### config.mk
export PLATFORM = sky130hd
export DESIGN_NAME = otp_wiper_i2c
export DESIGN_NICKNAME = d
export VERILOG_FILES = /design/src/rtl/otpw_pkg.sv /design/src/rtl/otpw_line_sync.sv /design/src/rtl/otpw_i2c_target.sv /design/src/rtl/otpw_fuse_ctrl.sv /design/src/rtl/otp_wiper_i2c.sv
export SDC_FILE = /design/constraint.sdc
export NUM_CORES = 1
export LEC_CHECK = 0
export ABC_AREA = 1
export CAP_MARGIN = 10
export CORE_MARGIN = 5
export CORE_UTILIZATION = 45
export CTS_CLUSTER_DIAMETER = 200
export CTS_CLUSTER_SIZE = 10
export DETAILED_ROUTE_END_ITERATION = 12
export GPL_ROUTABILITY_DRIVEN = 0
export SLEW_MARGIN = 20
export SYNTH_ARGS = -nofsm -noshare
export SYNTH_HDL_FRONTEND = slang
export SYNTH_HIERARCHICAL = 1
export SYNTH_SLANG_ARGS = --single-unit
### constraint.sdc
create_clock -name clk -period 2.4 [get_ports clk]
set_clock_uncertainty 0.2 [all_clocks]
set_input_delay 0.24 -clock clk [delete_from_list [all_inputs] [get_ports clk]]
set_output_delay 0.24 -clock clk [all_outputs]
set_load 0.03 [all_outputs]
### src/rtl/otpw_pkg.sv
`timescale 1ns/1ps
package otpw_pkg;
  localparam int WIPER_W = 6;
  localparam logic [4:0] ADDR_FIXED_HI = 5'b01011;

  typedef enum logic [1:0] {
    FUSE_OPEN,
    FUSE_BURN,
    FUSE_GOOD,
    FUSE_BAD
  } fuse_st_e;

  typedef enum logic [2:0] {
    T_IDLE,
    T_RX,
    T_ACK,
    T_TX,
    T_TXACK,
    T_WAIT
  } tgt_st_e;
endpackage

### src/rtl/otpw_line_sync.sv
`timescale 1ns/1ps
module otpw_line_sync #(
  parameter int STAGES = 2
) (
  input  logic clk,
  input  logic rst,
  input  logic scl_i,
  input  logic sda_i,
  output logic sda_o,
  output logic scl_rise_o,
  output logic scl_fall_o,
  output logic start_o,
  output logic stop_o
);
  localparam int LAST = STAGES - 1;

  logic [STAGES-1:0] scl_chain;
  logic [STAGES-1:0] sda_chain;
  logic              scl_q;
  logic              sda_q;

  generate
    if (STAGES == 1) begin : g_one
      always_ff @(posedge clk) begin
        if (rst) begin
          scl_chain <= '1;
          sda_chain <= '1;
        end else begin
          scl_chain <= scl_i;
          sda_chain <= sda_i;
        end
      end
    end else begin : g_many
      always_ff @(posedge clk) begin
        if (rst) begin
          scl_chain <= '1;
          sda_chain <= '1;
        end else begin
          scl_chain <= {scl_chain[STAGES-2:0], scl_i};
          sda_chain <= {sda_chain[STAGES-2:0], sda_i};
        end
      end
    end
  endgenerate

  always_ff @(posedge clk) begin
    if (rst) begin
      scl_q <= 1'b1;
      sda_q <= 1'b1;
    end else begin
      scl_q <= scl_chain[LAST];
      sda_q <= sda_chain[LAST];
    end
  end

  assign sda_o      = sda_chain[LAST];
  assign scl_rise_o = scl_chain[LAST] & ~scl_q;
  assign scl_fall_o = ~scl_chain[LAST] & scl_q;
  assign start_o    = scl_chain[LAST] & scl_q & sda_q & ~sda_chain[LAST];
  assign stop_o     = scl_chain[LAST] & scl_q & ~sda_q & sda_chain[LAST];
endmodule

### src/rtl/otpw_i2c_target.sv
`timescale 1ns/1ps
module otpw_i2c_target
  import otpw_pkg::*;
(
  input  logic               clk,
  input  logic               rst,
  input  logic               sda_i,
  input  logic               scl_rise_i,
  input  logic               scl_fall_i,
  input  logic               start_i,
  input  logic               stop_i,
  input  logic               addr_sel_i,
  input  logic               busy_i,
  input  logic [7:0]         rd_byte_i,
  output logic               sda_pull_o,
  output logic               cmd_valid_o,
  output logic [1:0]         cmd_op_o,
  output logic [WIPER_W-1:0] cmd_data_o
);
  tgt_st_e     st;
  logic [3:0]  bitcnt;
  logic [7:0]  shreg;
  logic [1:0]  byte_idx;
  logic        is_read;
  logic        master_ack;
  logic [6:0]  own_addr;

  assign own_addr = {ADDR_FIXED_HI, addr_sel_i, 1'b0};

  always_ff @(posedge clk) begin
    if (rst) begin
      st          <= T_IDLE;
      bitcnt      <= '0;
      shreg       <= '0;
      byte_idx    <= '0;
      is_read     <= 1'b0;
      master_ack  <= 1'b0;
      sda_pull_o  <= 1'b0;
      cmd_valid_o <= 1'b0;
      cmd_op_o    <= '0;
      cmd_data_o  <= '0;
    end else begin
      cmd_valid_o <= 1'b0;
      if (start_i) begin
        st         <= T_RX;
        bitcnt     <= '0;
        byte_idx   <= '0;
        sda_pull_o <= 1'b0;
      end else if (stop_i) begin
        st         <= T_IDLE;
        sda_pull_o <= 1'b0;
      end else begin
        case (st)
          T_RX: begin
            if (scl_rise_i) begin
              shreg  <= {shreg[6:0], sda_i};
              bitcnt <= bitcnt + 4'd1;
            end else if (scl_fall_i && bitcnt == 4'd8) begin
              bitcnt <= '0;
              case (byte_idx)
                2'd0: begin
                  if (shreg[7:1] == own_addr && !busy_i) begin
                    is_read    <= shreg[0];
                    sda_pull_o <= 1'b1;
                    st         <= T_ACK;
                  end else begin
                    st <= T_WAIT;
                  end
                end
                2'd1: begin
                  cmd_op_o   <= shreg[7:6];
                  sda_pull_o <= 1'b1;
                  st         <= T_ACK;
                end
                2'd2: begin
                  cmd_data_o  <= shreg[WIPER_W-1:0];
                  cmd_valid_o <= 1'b1;
                  sda_pull_o  <= 1'b1;
                  st          <= T_ACK;
                end
                default: st <= T_WAIT;
              endcase
            end
          end
          T_ACK: begin
            if (scl_fall_i) begin
              byte_idx <= byte_idx + 2'd1;
              if (is_read) begin
                shreg      <= rd_byte_i;
                sda_pull_o <= ~rd_byte_i[7];
                st         <= T_TX;
              end else begin
                sda_pull_o <= 1'b0;
                st         <= T_RX;
              end
            end
          end
          T_TX: begin
            if (scl_fall_i) begin
              if (bitcnt == 4'd7) begin
                bitcnt     <= '0;
                sda_pull_o <= 1'b0;
                st         <= T_TXACK;
              end else begin
                shreg      <= {shreg[6:0], 1'b0};
                sda_pull_o <= ~shreg[6];
                bitcnt     <= bitcnt + 4'd1;
              end
            end
          end
          T_TXACK: begin
            if (scl_rise_i) begin
              master_ack <= ~sda_i;
            end else if (scl_fall_i) begin
              if (master_ack) begin
                shreg      <= rd_byte_i;
                sda_pull_o <= ~rd_byte_i[7];
                st         <= T_TX;
              end else begin
                st <= T_WAIT;
              end
            end
          end
          default: ;
        endcase
      end
    end
  end
endmodule

### src/rtl/otpw_fuse_ctrl.sv
`timescale 1ns/1ps
module otpw_fuse_ctrl
  import otpw_pkg::*;
#(
  parameter int BURN_CYCLES = 20_000_000
) (
  input  logic               clk,
  input  logic               rst,
  input  logic               cmd_valid_i,
  input  logic [1:0]         cmd_op_i,
  input  logic [WIPER_W-1:0] cmd_data_i,
  input  logic               fault_i,
  output logic [WIPER_W-1:0] wiper_o,
  output logic [1:0]         status_o,
  output logic               busy_o,
  output fuse_st_e           state_o
);
  localparam int CNT_W = $clog2(BURN_CYCLES + 1);
  localparam logic [CNT_W-1:0] CNT_LAST = CNT_W'(BURN_CYCLES - 1);

  fuse_st_e           state;
  logic [CNT_W-1:0]   timer;
  logic               fault_seen;
  logic [WIPER_W-1:0] fuse_q;
  logic               op_refresh;
  logic               op_burn;

  assign op_refresh = cmd_op_i[1];
  assign op_burn    = cmd_op_i[0];

  always_ff @(posedge clk) begin
    if (rst) begin
      state      <= FUSE_OPEN;
      timer      <= '0;
      fault_seen <= 1'b0;
      fuse_q     <= '0;
      wiper_o    <= '0;
    end else begin
      case (state)
        FUSE_OPEN: begin
          if (cmd_valid_i) begin
            if (op_burn) begin
              wiper_o    <= cmd_data_i;
              fuse_q     <= cmd_data_i;
              timer      <= '0;
              fault_seen <= 1'b0;
              state      <= FUSE_BURN;
            end else if (op_refresh) begin
              wiper_o <= fuse_q;
            end else begin
              wiper_o <= cmd_data_i;
            end
          end
        end
        FUSE_BURN: begin
          if (timer == CNT_LAST) begin
            state <= (fault_seen || fault_i) ? FUSE_BAD : FUSE_GOOD;
          end else begin
            timer      <= timer + 1'b1;
            fault_seen <= fault_seen | fault_i;
          end
        end
        default: begin
          if (cmd_valid_i && op_refresh && !op_burn) begin
            wiper_o <= fuse_q;
          end
        end
      endcase
    end
  end

  always_comb begin
    case (state)
      FUSE_GOOD: status_o = 2'b01;
      FUSE_BAD:  status_o = 2'b11;
      default:   status_o = 2'b00;
    endcase
  end

  assign busy_o  = (state == FUSE_BURN);
  assign state_o = state;
endmodule

### src/rtl/otp_wiper_i2c.sv
`timescale 1ns/1ps
module otp_wiper_i2c
  import otpw_pkg::*;
#(
  parameter int BURN_CYCLES = 20_000_000,
  parameter int SYNC_STAGES = 2
) (
  input  logic               clk,
  input  logic               rst,
  input  logic               scl_i,
  input  logic               sda_i,
  input  logic               addr_sel_i,
  input  logic               burn_fault_i,
  output logic               sda_pull_o,
  output logic [WIPER_W-1:0] wiper_o
);
  logic               sda_s;
  logic               scl_rise;
  logic               scl_fall;
  logic               bus_start;
  logic               bus_stop;
  logic               cmd_valid;
  logic [1:0]         cmd_op;
  logic [WIPER_W-1:0] cmd_data;
  logic [1:0]         status;
  logic               busy;
  fuse_st_e           fstate;
  logic [7:0]         rd_byte;

  assign rd_byte = {status, wiper_o};

  otpw_line_sync #(.STAGES(SYNC_STAGES)) u_sync (
    .clk(clk), .rst(rst), .scl_i(scl_i), .sda_i(sda_i),
    .sda_o(sda_s), .scl_rise_o(scl_rise), .scl_fall_o(scl_fall),
    .start_o(bus_start), .stop_o(bus_stop)
  );

  otpw_i2c_target u_tgt (
    .clk(clk), .rst(rst), .sda_i(sda_s),
    .scl_rise_i(scl_rise), .scl_fall_i(scl_fall),
    .start_i(bus_start), .stop_i(bus_stop),
    .addr_sel_i(addr_sel_i), .busy_i(busy), .rd_byte_i(rd_byte),
    .sda_pull_o(sda_pull_o), .cmd_valid_o(cmd_valid),
    .cmd_op_o(cmd_op), .cmd_data_o(cmd_data)
  );

  otpw_fuse_ctrl #(.BURN_CYCLES(BURN_CYCLES)) u_fuse (
    .clk(clk), .rst(rst), .cmd_valid_i(cmd_valid), .cmd_op_i(cmd_op),
    .cmd_data_i(cmd_data), .fault_i(burn_fault_i),
    .wiper_o(wiper_o), .status_o(status), .busy_o(busy), .state_o(fstate)
  );
endmodule

# Word level (Yosys, flattened, before mapping)
# Cells that the tools add are included.
totals:
  elab_cells: 173
  register_bits: 75
  rom_bits: 0
  ram_bits: 0
  n_memories: 0
  inputBits: 6
  latchBits: 0
  out_inout_bits: 7
op_classes:
  mul: 0
  eq_ne: 38
  mux: 60
  n_reduce_logical: 32
  n_bitwise: 20
  n_shift: 0
  n_div: 0
  add_sub_neg: 3
  magnitude_cmp: 0
ops:
  columns: ["cell", "n"]
  rows:
  - ["$mux 25", 3]
  - ["$mux 8", 8]
  - ["$pmux 25 s2", 1]
  - ["$pmux 8 s4", 1]
  - ["$mux 3", 9]
  - ["$add 25x1->25 const B", 1]
  - ["$eq 25x25->1 const B", 1]
  - ["$mux 6", 4]
  - ["$ne 4x3->1 const B", 5]
  - ["$mux 1", 17]
  - ["$mux 4", 4]
  - ["$ne 2x1->1 const B", 8]
  - ["$reduce_and 4->1", 4]
  - ["$reduce_and 8->1", 2]
  - ["$ne 2x2->1 const B", 7]
  - ["$not 1->1", 12]
  - ["$pmux 3 s4", 1]
  - ["$pmux 6 s2", 1]
  - ["$reduce_and 6->1", 2]
  - ["$reduce_and 11->1", 1]
  - ["$reduce_and 10->1", 1]
  - ["$ne 3x2->1 const B", 3]
  - ["$reduce_and 3->1", 3]
  - ["$mux 2", 4]
  - ["other kinds (29)", 50]

# Logic depth before layout (Yosys ltp)
depth:
  word_depth: 10
  depth_mapped: 12
  ltp_nobuf: 12

# Cells and area by module
# Netlist, hierarchy kept.
by_module_without_submodules:
  columns: ["mod", "instances", "cells_per_inst", "seq_area_each_um2", "area_each_um2"]
  rows:
  - ["otpw_fuse_ctrl", 1, 383, 800.8, 2309.7]
  - ["otpw_i2c_target", 1, 298, 580.6, 1864.3]
  - ["otpw_line_sync", 1, 24, 120.1, 197.7]

# Worst setup path before layout
# Ideal clock, no wire load.
synth_path:
  path_type: "register to register"
  startpoint: "register u_fuse.timer[0]"
  endpoint: "register u_fuse.timer[3]"
  required_ns: 2.133
  period_less_slack_ns: 1.839
  setup_ns: 0.067
  path_buffers: 1
  path_stages_with_launch: 11
  path_slack_ns: 0.561
  t_arrival_ns: 1.571
  path_cell_list: "dfxtp_1 -> ha_1 -> nand2_1 -> nor2_4 -> nand2_2 -> nor2_4 -> nand2_4 -> nand2_4 -> buf_6 -> nand2_1 -> a21oi_2"
synth_between:
  elab_chain_len: 3
  word_cells_on_any_way: 6
  classes_between: "add/sub: 1; eq/ne: 2; mux: 2; reduce/logical: 1"
synth_lines:
  columns: ["item", "line_no", "source"]
  rows:
  - ["from (decl)", "otpw_fuse_ctrl.sv:22", "logic [CNT_W-1:0] timer;"]
  - ["from (signal assigned)", "otpw_fuse_ctrl.sv:59", "timer <= timer + 1'b1;"]
  - ["$add 25x1->25 / $eq 25x25->1 (equally long branches)", "otpw_fuse_ctrl.sv:59, otpw_fuse_ctrl.sv:56", null]
  - ["$mux 25 / $ne 2x2->1 (equally long branches)", null, null]
  - ["$pmux 25 s2 / $reduce_and 4->1 (equally long branches)", null, null]
# Parallel ways exist; a longest one is shown, timed or not. The select of a mux whose other input is x is not followed.
# A chain may end at the register's enable or synchronous reset.

# Worst setup path after layout
layout_path:
  startpoint: "register u_fuse.timer[1]"
  endpoint: "register u_fuse.timer[22]"
# Same word-level chain as after synthesis.

==> results.yml <==
timing:
  finalHoldViolCount: 0
  final-setup-viol-count: 0
  slew_violations: 0
  grt_setup_unrepaired: "no"
  final_cycle_share_pct: 87.9
  finalSetupTns_ps: 0
  max_slew.worst_pin.slew_ps: 581
  postLayoutSetupSlackWorst_ps: 291
  relSlewSlack_pct: 61.0
  max_freq_mhz: 474
  holdWs_ps: 214
  min_period_ps: 2110
global_route:
  first_global_vias: 3970
  grt_max_degree: 17
  grt_antenna_before_repair: 0
  gr-total-overflow: 0
  grt_pass1_wl_microns: 18900
  grt_usage_pct: 20.0
placement:
  numPlacedInstances: 846
  port-buffer-count: 12
  detailed_place.area_sq_um: 4650
  dpl.hpwl_microns: 8060
  placement.setup.worst_slack_ps: 299
logic_synthesis:
  distinct_cell_type_count_after_synthesis: 33
  synthesis.nets: 718
  syn_area_per_cell_sq_um: 6.20
  netlist_instances: 705
  ys.warnings.count: 6
  ys_seq_elements: 75
  syn_area_sq_um: 4370
  synth-seq-area-share_pct: 34.3
route:
  detail_route.drc_violations: 0
  detailedRoute.firstPassIterationCount: 5
  routed_wire_length_per_instance_microns: 12.5
  detail-route-antenna-nets: 0
  initialDrtViolationCount: 288
  route.final.wire_length_microns: 10800
  detailroute.via_count: 4283
  wirelength_met1_microns: 5170
  route.met2.wl_microns: 5030
  routed-wl-met3_microns: 470
  top_layer: "met4"
  viasPerCell: 4.97
setup_path:
  critical_path_peak_fanout: 16
  timing.critical_path.required_ps: 2500
  worstSetupEndpointType: "register"
  path_class: "register to register"
  cp_data_arrival_time_ps: 2210
  setup.worst_path.start_class: "register"
clock_network:
  cts.repair.resized: 0
  clk-insertion-delay-late_ps: 360
  tritoncts_num_sinks: 75
  max-clock-path-buffers: 2
  cts_inserted_buffers: 9
  cts_tree: "yes"
  cts-htree-levels: 3
  cts_setup_buffers: 0
  clk_transition_reported_paths_ps: 80
  number_of_hold_buffers_added_after_cts: 0
  clk_root_buffer_cell: "sky130_fd_sc_hd__clkbuf_8"
worst_hold_path:
  worst_hold_path_type: "register to register"
power:
  irDropWorstVdd_uv: 316
  power_leakage_nw: 2.16
  clockPowerShare_pct: 31.4
  power.total_mw: 3.61
  total_switching_power_mw: 1.31
  switching_share_pct: 36.2
  internal-power_mw: 2.31
  pwr_density_cell_nw_per_um2: 739
  seq_power_share_pct: 39.3
  pwr-share-comb_pct: 29.3
layout:
  proportion_of_layout_cells_with_a_drive_suffix_above_1_pct: 8.09
  finish.net_count: 737
  post_layout_nonfiller_instances: 862
  post_layout_instance_area_sq_um: 4880
  layout-area-overhead-vs-synth_pct: 11.7
  antenna_diode_count: 0
  seq_area_sq_um: 1500
  multiInputGateArea_sq_um: 2450
  final_util_pct: 50.7
  layout.filler_cells: 1010
die:
  floorplan.die.width_microns: 109
  start_util_pct: 45.4
  floorplan.die_area_sq_um: 11800
  placementRows: 36
  pin_count: 13
  die-height_microns: 109
  core_sq_um: 9640
run_status:
  run_status: "complete, no violations"
flow_run:
  drv_cap: 0
layout make-up:
type,instances,share of cell area [%]
multi-input cells,526,50.3
flip-flops and latches,75,30.7
inverters,92,7.12
repair buffers,20,3.69
well taps,133,3.41
clock buffers,10,2.82
clock inverters,6,1.95
cell usage after synthesis, drive strengths merged:
library cell  instances  area share (%)
o21bai                2            0.34
a21oi                37             4.3
xor2                  3            0.60
a21boi                1            0.17
and3                  1            0.14
nand3                58             7.3
nand2               212              20
nor2                134              13
or2                   7             1.0
dfxtp                75              34
nand4                11             1.6
o211ai                1            0.17
o22ai                 1            0.14
ha                    7             2.0
clkbuf                7            0.69
inv                  92             8.0
buf                   5            0.86
a211oi                6             1.0
o21ai                36             4.1
nor3                  9             1.1
layout by cell type, fill, tap and decap left out, types with 8 or more instances in the layout:
master                              n
sky130_fd_sc_hd__dfxtp_1           75
sky130_fd_sc_hd__nor3_1             8
sky130_fd_sc_hd__clkdlybuf4s50_1   12
sky130_fd_sc_hd__inv_1             86
sky130_fd_sc_hd__buf_4              8
sky130_fd_sc_hd__nand4_1           11
sky130_fd_sc_hd__o21ai_0           36
sky130_fd_sc_hd__nand2_1          201
sky130_fd_sc_hd__nor2_1           125
sky130_fd_sc_hd__nand3_1           54
sky130_fd_sc_hd__clkbuf_8          10
sky130_fd_sc_hd__a21oi_1           36
flip-flops by register name (all words and copies together), names as in the netlist:
| signal | cells |
|---|---|
| u_tgt/cmd_data_o | 6 |
| u_tgt/st | 3 |
| u_sync/sda_chain | 2 |
| u_tgt/shreg | 8 |
| u_tgt/cmd_valid_o | 1 |
| u_sync/sda_q | 1 |
| u_tgt/master_ack | 1 |
| u_sync/scl_chain | 2 |
| u_tgt/bitcnt | 4 |
| u_tgt/byte_idx | 2 |
| u_fuse/timer | 25 |
| u_tgt/cmd_op_o | 2 |
| u_fuse/fault_seen | 1 |
| u_sync/scl_q | 1 |
| u_fuse/state_o | 2 |
| u_fuse/wiper_o | 6 |
| u_tgt/is_read | 1 |
| u_tgt/sda_pull_o | 1 |
| u_fuse/fuse_q | 6 |
worst max-delay path: stages (launching register included):
cell,delay [ps]
sky130_fd_sc_hd__dfxtp_1,390
sky130_fd_sc_hd__ha_1,250
sky130_fd_sc_hd__nand2_1,150
sky130_fd_sc_hd__nor2_4,150
sky130_fd_sc_hd__nand2_2,110
sky130_fd_sc_hd__nor2_4,130
sky130_fd_sc_hd__nand2_4,100
sky130_fd_sc_hd__nand2_4,200
sky130_fd_sc_hd__nand2_2,110
sky130_fd_sc_hd__inv_2,140
sky130_fd_sc_hd__nand2_1,60
sky130_fd_sc_hd__nand2_1,60
power by group through the flow:
stage / logic [mW] / clock network, mW / registers, mW
6_report: 1.06 / 1.13 / 1.42
2_1_floorplan: 0.857 / 0 / 1.44
5_1_grt: 1.21 / 1.23 / 1.43
4_1_cts: 1.05 / 1.18 / 1.42
3_3_place_gp: 1.04 / 0 / 1.44
3_5_place_dp: 1.04 / 0 / 1.45
logic make-up after synthesis:
family,Yosys count,synth area share (%)
xor+xnor,3,0.601
flops,75,34.3
fa+ha+maj,7,2.00
simple gates,432,43.2
compound gates,84,10.3
buf+inv,104,9.50
metal layers:
layer  vias up  GRT usage [%]
met2        92           32.2
met5         -              0
li1       2260              -
met1      1919           26.3
met3        12           4.66
met4         0           6.49
final timing paths:
path	start	to	slack [ps]	cells after the start
worst max-delay path	u_fuse/timer[1]	u_fuse/timer[22]	290	11
worst min-delay path	u_sync/sda_chain[0]	u_sync/sda_chain[1]	210	1
worst max register to register	u_fuse/timer[1]	u_fuse/timer[22]	290	11
worst min register to register	u_sync/sda_chain[0]	u_sync/sda_chain[1]	210	1
Power figures use the tool's default switching activity.
